[config.mk]
export PLATFORM = sky130hd
export DESIGN_NAME = alert_dispatch_unit
export DESIGN_NICKNAME = d
export VERILOG_FILES = /design/src/rtl/alert_pkg.sv /design/src/rtl/alert_handler_regs.sv /design/src/rtl/alert_gate.sv /design/src/rtl/alert_capture.sv /design/src/rtl/alert_dispatch_unit.sv
export SDC_FILE = /design/constraint.sdc
export NUM_CORES = 1
export LEC_CHECK = 0
export ABC_AREA = 1
export ABC_CLOCK_PERIOD_IN_PS = 1600
export CORE_MARGIN = 1.5
export CORE_UTILIZATION = 45
export CTS_CLUSTER_DIAMETER = 120
export DETAILED_ROUTE_END_ITERATION = 8
export PLACE_DENSITY_LB_ADDON = 0.05
export SLEW_MARGIN = 0
export SYNTH_ARGS = -nofsm -noshare
export SYNTH_HDL_FRONTEND = slang
export SYNTH_SLANG_ARGS = --single-unit
[constraint.sdc]
create_clock -name clk -period 1.6 [get_ports clk]
set_input_delay 0.32 -clock clk [delete_from_list [all_inputs] [get_ports clk]]
set_output_delay 0.32 -clock clk [all_outputs]
set_load 0.01 [all_outputs]
[src/rtl/alert_pkg.sv]
package alert_pkg;
  localparam int KIND_W = 2;

  typedef enum logic [KIND_W-1:0] {
    EV_REMOTE_WR = 2'd0,
    EV_LOCAL_WR  = 2'd1,
    EV_EVICT     = 2'd2,
    EV_RSVD      = 2'd3
  } alert_kind_e;
endpackage

[src/rtl/alert_handler_regs.sv]
module alert_handler_regs #(
  parameter int ADDR_W = 32
) (
  input  logic              clk,
  input  logic              rst,
  input  logic              set_hdl_i,
  input  logic [ADDR_W-1:0] hdl_addr_i,
  input  logic              clr_hdl_i,
  output logic              enabled_o,
  output logic [ADDR_W-1:0] hdl_addr_o,
  output logic              release_o
);
  logic              enabled_q;
  logic [ADDR_W-1:0] addr_q;
  logic              release_q;

  always_ff @(posedge clk) begin
    if (rst) begin
      enabled_q <= 1'b0;
      addr_q    <= '0;
      release_q <= 1'b0;
    end else begin
      release_q <= clr_hdl_i;
      if (clr_hdl_i) begin
        enabled_q <= 1'b0;
      end else if (set_hdl_i) begin
        enabled_q <= 1'b1;
        addr_q    <= hdl_addr_i;
      end
    end
  end

  assign enabled_o  = enabled_q;
  assign hdl_addr_o = addr_q;
  assign release_o  = release_q;

  // unregistering always leaves delivery off
  a_r2_clear_disables: assert property (@(posedge clk) disable iff (rst)
    clr_hdl_i |=> !enabled_q);
  // a lone set leaves delivery on
  a_r1_set_enables: assert property (@(posedge clk) disable iff (rst)
    (set_hdl_i && !clr_hdl_i) |=> enabled_q);
endmodule

[src/rtl/alert_gate.sv]
module alert_gate (
  input  logic clk,
  input  logic rst,
  input  logic alert_vld_i,
  input  logic enabled_i,
  input  logic clr_hdl_i,
  input  logic rearm_i,
  output logic accept_o,
  output logic masked_o,
  output logic lost_o
);
  logic masked_q, lost_q;
  logic live, accept, drop_lost;

  assign live      = alert_vld_i && enabled_i && !clr_hdl_i;
  assign accept    = live && (!masked_q || rearm_i);
  assign drop_lost = live && masked_q && !rearm_i;

  always_ff @(posedge clk) begin
    if (rst) begin
      masked_q <= 1'b0;
      lost_q   <= 1'b0;
    end else begin
      if (clr_hdl_i)     masked_q <= 1'b0;
      else if (accept)   masked_q <= 1'b1;
      else if (rearm_i)  masked_q <= 1'b0;

      if (rearm_i)        lost_q <= 1'b0;
      else if (drop_lost) lost_q <= 1'b1;
    end
  end

  assign accept_o = accept;
  assign masked_o = masked_q;
  assign lost_o   = lost_q;

  // delivery self-masks
  a_r6_mask_after_accept: assert property (@(posedge clk) disable iff (rst)
    accept |=> masked_q);
  // lost flag only falls on re-arm
  a_r7_lost_sticky: assert property (@(posedge clk) disable iff (rst)
    (lost_q && !rearm_i) |=> lost_q);
  // re-arm paired with an alert never records a loss
  a_r9_rearm_no_loss: assert property (@(posedge clk) disable iff (rst)
    (rearm_i && !lost_q) |=> !lost_q);
endmodule

[src/rtl/alert_capture.sv]
module alert_capture #(
  parameter int ADDR_W = 32,
  parameter int LINE_W = 26
) (
  input  logic                     clk,
  input  logic                     rst,
  input  logic                     accept_i,
  input  logic                     kernel_i,
  input  logic [ADDR_W-1:0]        cur_pc_i,
  input  logic [ADDR_W-1:0]        hdl_addr_i,
  input  logic [LINE_W-1:0]        line_i,
  input  alert_pkg::alert_kind_e   kind_i,
  output logic                     redirect_o,
  output logic [ADDR_W-1:0]        redirect_addr_o,
  output logic                     irq_o,
  output logic [ADDR_W-1:0]        saved_pc_o,
  output logic [LINE_W-1:0]        desc_line_o,
  output alert_pkg::alert_kind_e   desc_kind_o
);
  import alert_pkg::*;

  logic                redirect_q, irq_q;
  logic [ADDR_W-1:0]   target_q, saved_pc_q;
  logic [LINE_W-1:0]   line_q;
  alert_kind_e         kind_q;

  always_ff @(posedge clk) begin
    if (rst) begin
      redirect_q <= 1'b0;
      irq_q      <= 1'b0;
      target_q   <= '0;
      saved_pc_q <= '0;
      line_q     <= '0;
      kind_q     <= EV_REMOTE_WR;
    end else begin
      redirect_q <= accept_i && !kernel_i;
      irq_q      <= accept_i && kernel_i;
      if (accept_i) begin
        line_q <= line_i;
        kind_q <= kind_i;
        if (!kernel_i) begin
          saved_pc_q <= cur_pc_i;
          target_q   <= hdl_addr_i;
        end
      end
    end
  end

  assign redirect_o      = redirect_q;
  assign irq_o           = irq_q;
  assign redirect_addr_o = target_q;
  assign saved_pc_o      = saved_pc_q;
  assign desc_line_o     = line_q;
  assign desc_kind_o     = kind_q;

  // one delivery path per alert
  a_r4_one_path: assert property (@(posedge clk) disable iff (rst)
    !(redirect_q && irq_q));
  // kernel delivery leaves the saved PC alone
  a_r4_kernel_keeps_pc: assert property (@(posedge clk) disable iff (rst)
    (accept_i && kernel_i) |=> $stable(saved_pc_q));
  // no acceptance means the description holds
  a_r7_desc_hold: assert property (@(posedge clk) disable iff (rst)
    !accept_i |=> ($stable(line_q) && $stable(saved_pc_q)));
endmodule

[src/rtl/alert_dispatch_unit.sv]
module alert_dispatch_unit #(
  parameter int ADDR_W = 32,
  parameter int LINE_W = 26
) (
  input  logic              clk,
  input  logic              rst,
  input  logic              set_hdl_i,
  input  logic [ADDR_W-1:0] hdl_addr_i,
  input  logic              clr_hdl_i,
  input  logic              rearm_i,
  input  logic              alert_vld_i,
  input  logic [LINE_W-1:0] alert_line_i,
  input  logic [1:0]        alert_kind_i,
  input  logic              kernel_i,
  input  logic [ADDR_W-1:0] cur_pc_i,
  output logic              redirect_o,
  output logic [ADDR_W-1:0] redirect_addr_o,
  output logic              irq_o,
  output logic [ADDR_W-1:0] saved_pc_o,
  output logic [LINE_W-1:0] desc_line_o,
  output logic [1:0]        desc_kind_o,
  output logic              enabled_o,
  output logic              masked_o,
  output logic              lost_o,
  output logic              release_all_o
);
  import alert_pkg::*;

  logic              enabled, accept;
  logic [ADDR_W-1:0] hdl_addr;
  alert_kind_e       kind_in, kind_out;

  assign kind_in = alert_kind_e'(alert_kind_i);

  alert_handler_regs #(.ADDR_W(ADDR_W)) u_regs (
    .clk(clk), .rst(rst),
    .set_hdl_i(set_hdl_i), .hdl_addr_i(hdl_addr_i), .clr_hdl_i(clr_hdl_i),
    .enabled_o(enabled), .hdl_addr_o(hdl_addr), .release_o(release_all_o)
  );

  alert_gate u_gate (
    .clk(clk), .rst(rst),
    .alert_vld_i(alert_vld_i), .enabled_i(enabled), .clr_hdl_i(clr_hdl_i),
    .rearm_i(rearm_i), .accept_o(accept), .masked_o(masked_o), .lost_o(lost_o)
  );

  alert_capture #(.ADDR_W(ADDR_W), .LINE_W(LINE_W)) u_cap (
    .clk(clk), .rst(rst),
    .accept_i(accept), .kernel_i(kernel_i), .cur_pc_i(cur_pc_i),
    .hdl_addr_i(hdl_addr), .line_i(alert_line_i), .kind_i(kind_in),
    .redirect_o(redirect_o), .redirect_addr_o(redirect_addr_o), .irq_o(irq_o),
    .saved_pc_o(saved_pc_o), .desc_line_o(desc_line_o), .desc_kind_o(kind_out)
  );

  assign desc_kind_o = kind_out;
  assign enabled_o   = enabled;

  // nothing is delivered while no handler is registered
  a_r8_no_delivery_disabled: assert property (@(posedge clk) disable iff (rst)
    !enabled |=> !(redirect_o || irq_o));
  // clear in the same cycle as an alert suppresses delivery
  a_r10_clear_drops: assert property (@(posedge clk) disable iff (rst)
    clr_hdl_i |=> !(redirect_o || irq_o));
endmodule

==> results.json <==
{
  "outcome": "complete, no violations",
  "core_area_um2": 12000,
  "fin_util_pct": 69.2,
  "reg2reg_slack_ps": 220,
  "die_h_um": 113,
  "syn_avg_cell_area_um2": 6.85,
  "ys_seq_area_share_pct": 47.5,
  "crit_chain": "dlygate4sd2_1",
  "clk_path_buf_depth": 2,
  "cts_sinks": 130,
  "p_comb_share_pct": 9.1,
  "cts_tree": "done",
  "crit_buf_inv": 1,
  "p_int_mw": 6.68,
  "layout-drive-gt1-share_pct": 6.58,
  "post_drt_via_cell_ratio": 4.68,
  "crit_type": "reg -> out",
  "finClkSkew_ps": 4.62,
  "crit_end": "enabled_o",
  "grt_max_degree": 45,
  "slowest_delay_ps": 380,
  "max-slew-margin-rel_pct": 77.1,
  "die_w_um": 113,
  "arrival_ps": 1090,
  "syn_to_final_growth_pct": 51.0,
  "layout_min_cycle_time_ps": 1410,
  "power_density_nw_per_um2": 1020,
  "critical_path.max_fanout": 3,
  "clk_latency_ps": 410,
  "post_cts_buffers": 0,
  "portBuffers": 196,
  "htreeDepth": 4,
  "rr_worst_depth": 7,
  "ys_ff_latch": 130,
  "path_delay_family": "flip-flops",
  "synth_cell_types": 18,
  "max_freq_ghz": 0.707,
  "critPathCaptureType": "output port",
  "final_hold_viol_count": 0,
  "critPathSlowestCell": "dfxtp_1",
  "ant_nets": 0,
  "grt_overflow_total": 0,
  "peakVddDrop_v": 0.000702,
  "antenna_found_initial": 0,
  "clkTransAtPathRegs_ps": 50,
  "setup_viol": 0,
  "dr_total_vias": 5377,
  "r2r-end": "u_cap.redirect_addr_o[17]",
  "grt_pass1_vias": 5068,
  "r2r-start": "u_regs.enabled_o",
  "p_clk_share_pct": 50.9,
  "start_kind": "flop",
  "slew_violations": 0,
  "grt_pass1_wl_mm": 23.6,
  "routedWlPerCell_um": 12.7,
  "leakagePower_nw": 4.16,
  "fin_hold_ws_ps": 451,
  "drt-initial-drc-count": 306,
  "layout.nets": 1089,
  "finalPower_mw": 8.44,
  "dp_hpwl_mm": 9.99,
  "grt_util_all_layers_pct": 23.1,
  "drt-total-wl_mm": 14.6,
  "syn_inst": 800,
  "hold_class": "reg -> reg",
  "tns_ps": 0,
  "pin_count": 197,
  "p_seq_share_pct": 40.0,
  "initial_core_util_pct": 45.8,
  "drc_errors": 0,
  "max_cap_violations": 0,
  "cp_num_cells": 1,
  "power.switching_mw": 1.76,
  "gp_congestion": 0.797,
  "critPathRequiredTime_ps": 1280,
  "cts_made_buffers": 17,
  "rsz0062_at_grt": "false",
  "die-area_um2": 12900,
  "syn_area_um2": 5480,
  "antenna_cells": 0,
  "first_pass_iters": 4,
  "min_period_over_period_pct": 88.4,
  "worstMarginPinSlew_ps": 344,
  "swShare_pct": 20.9,
  "synthesis.nets": 899,
  "yosys_warnings": 0,
  "cts-root-buf": "clkbuf_16",
  "rows": 40,
  "cp-startpoint": "u_regs.enabled_o"
}
-- metrics by stage --
stage | setup WS, ps | instances | instance area [µm²]
2_1_floorplan | 339 | 800 | 5480
3_3_place_gp | -113 | 1118 | 7730
3_5_place_dp | -163 | 1118 | 7730
4_1_cts | 0.329 | 1150 | 8280
5_1_grt | 96.7 | 1150 | 8280
6_report | 185 | 1150 | 8280
-- power groups by stage --
stage | registers (mW) | logic, mW | clock network (mW)
2_1_floorplan | 3.46 | 0.320 | 0
3_3_place_gp | 3.44 | 0.782 | 0
3_5_place_dp | 3.44 | 0.795 | 0
4_1_cts | 3.37 | 0.771 | 4.37
5_1_grt | 3.38 | 0.846 | 4.53
6_report | 3.37 | 0.768 | 4.30
-- layout by cell type (no fill, tap or decap), types with 3 or more instances in the layout --
master,Yosys,routed
dlygate4sd2_1,0,96
clkbuf_16,0,17
clkbuf_8,0,4
a21oi_1,33,33
inv_1,193,192
inv_2,3,4
clkinv_2,0,3
dfxtp_1,130,130
clkdlybuf4s50_1,0,98
buf_4,2,14
nor2_1,126,126
nand2_1,134,132
o21ai_1,10,10
bufinv_16,0,5
buf_12,0,13
o21ai_0,50,50
nand4_1,64,64
-- cells in the mapped netlist --
| cell type | number | area (µm²) |
|---|---|---|
| inv_1 | 193 | 724 |
| nand2_1 | 134 | 503 |
| dfxtp_1 | 130 | 2600 |
| nor2_1 | 126 | 473 |
| nand4_1 | 64 | 400 |
| o21ai_0 | 50 | 250 |
| a21oi_1 | 33 | 165 |
| buf_2 | 24 | 120 |
| clkbuf_1 | 16 | 60.1 |
| o21ai_1 | 10 | 50.1 |
| buf_6 | 6 | 67.6 |
| buf_1 | 4 | 15.0 |
| inv_2 | 3 | 11.3 |
| buf_4 | 2 | 15.0 |
| nor3_1 | 2 | 10.0 |
| clkinv_1 | 1 | 3.75 |
| nand3_1 | 1 | 5.00 |
| nor2_2 | 1 | 6.26 |
-- layer usage --
layer  routed length, µm  GRT usage (%)  vias to the layer above
met5                   0              0                        -
met4                 236           8.33                        0
met3                1440           10.6                       22
met2                6900           39.2                      184
met1                6070           25.6                     2392
li1                    -              -                     2779
-- repair_timing --
| action | in CTS | in global routing |
|---|---|---|
| gates resized for setup | 96 | 2 |
| endpoints found under the setup margin | 96 | 2 |
| hold buffers | 0 | 0 |
| cloned | 0 | 0 |
| pin swaps | 0 | 0 |
-- logic make-up (layout without fill, tap and decap cells) --
family,Yosys count,after routing,share of synthesized area (%)
AND/OR/NAND/NOR,328,328,25.5
buffers and inverters,249,452,18.6
AO/OA/AOI/OAI,93,93,8.49
flip-flops,130,130,47.5
-- worst min path at each step --
stage	startpoint	end	slack [ps]	depth (start not counted)
floorplan	rst	u_regs.release_o	390	1
global placement	u_regs.hdl_addr_o[10]	u_regs.hdl_addr_o[10]	440	2
global route	u_regs.hdl_addr_o[26]	u_regs.hdl_addr_o[26]	470	2
finish	u_regs.hdl_addr_o[19]	u_regs.hdl_addr_o[19]	450	2
detailed placement	u_regs.hdl_addr_o[10]	u_regs.hdl_addr_o[10]	440	2
CTS	u_regs.hdl_addr_o[10]	u_regs.hdl_addr_o[10]	450	2
-- flip-flops by register name, indices dropped and copies added (netlist names) --
signal,flops
u_cap.desc_line_o,26
u_regs.release_o,1
u_cap.saved_pc_o,32
u_gate.lost_o,1
u_cap.irq_o,1
u_regs.enabled_o,1
u_cap.redirect_addr_o,32
u_cap.redirect_o,1
u_regs.hdl_addr_o,32
u_gate.masked_o,1
u_cap.desc_kind_o,2
-- layout make-up --
| cell class | instances | area (µm²) |
|---|---|---|
| Tap cell | 147 | 184 |
| Multi-Input combinational cell | 421 | 1880 |
| Clock buffer | 23 | 488 |
| Timing Repair Buffer | 223 | 2210 |
| Sequential cell | 130 | 2600 |
| Clock inverter | 9 | 175 |
| Fill cell | 1025 | 3680 |
| Inverter | 197 | 741 |
(Power assumes the default switching activity.)
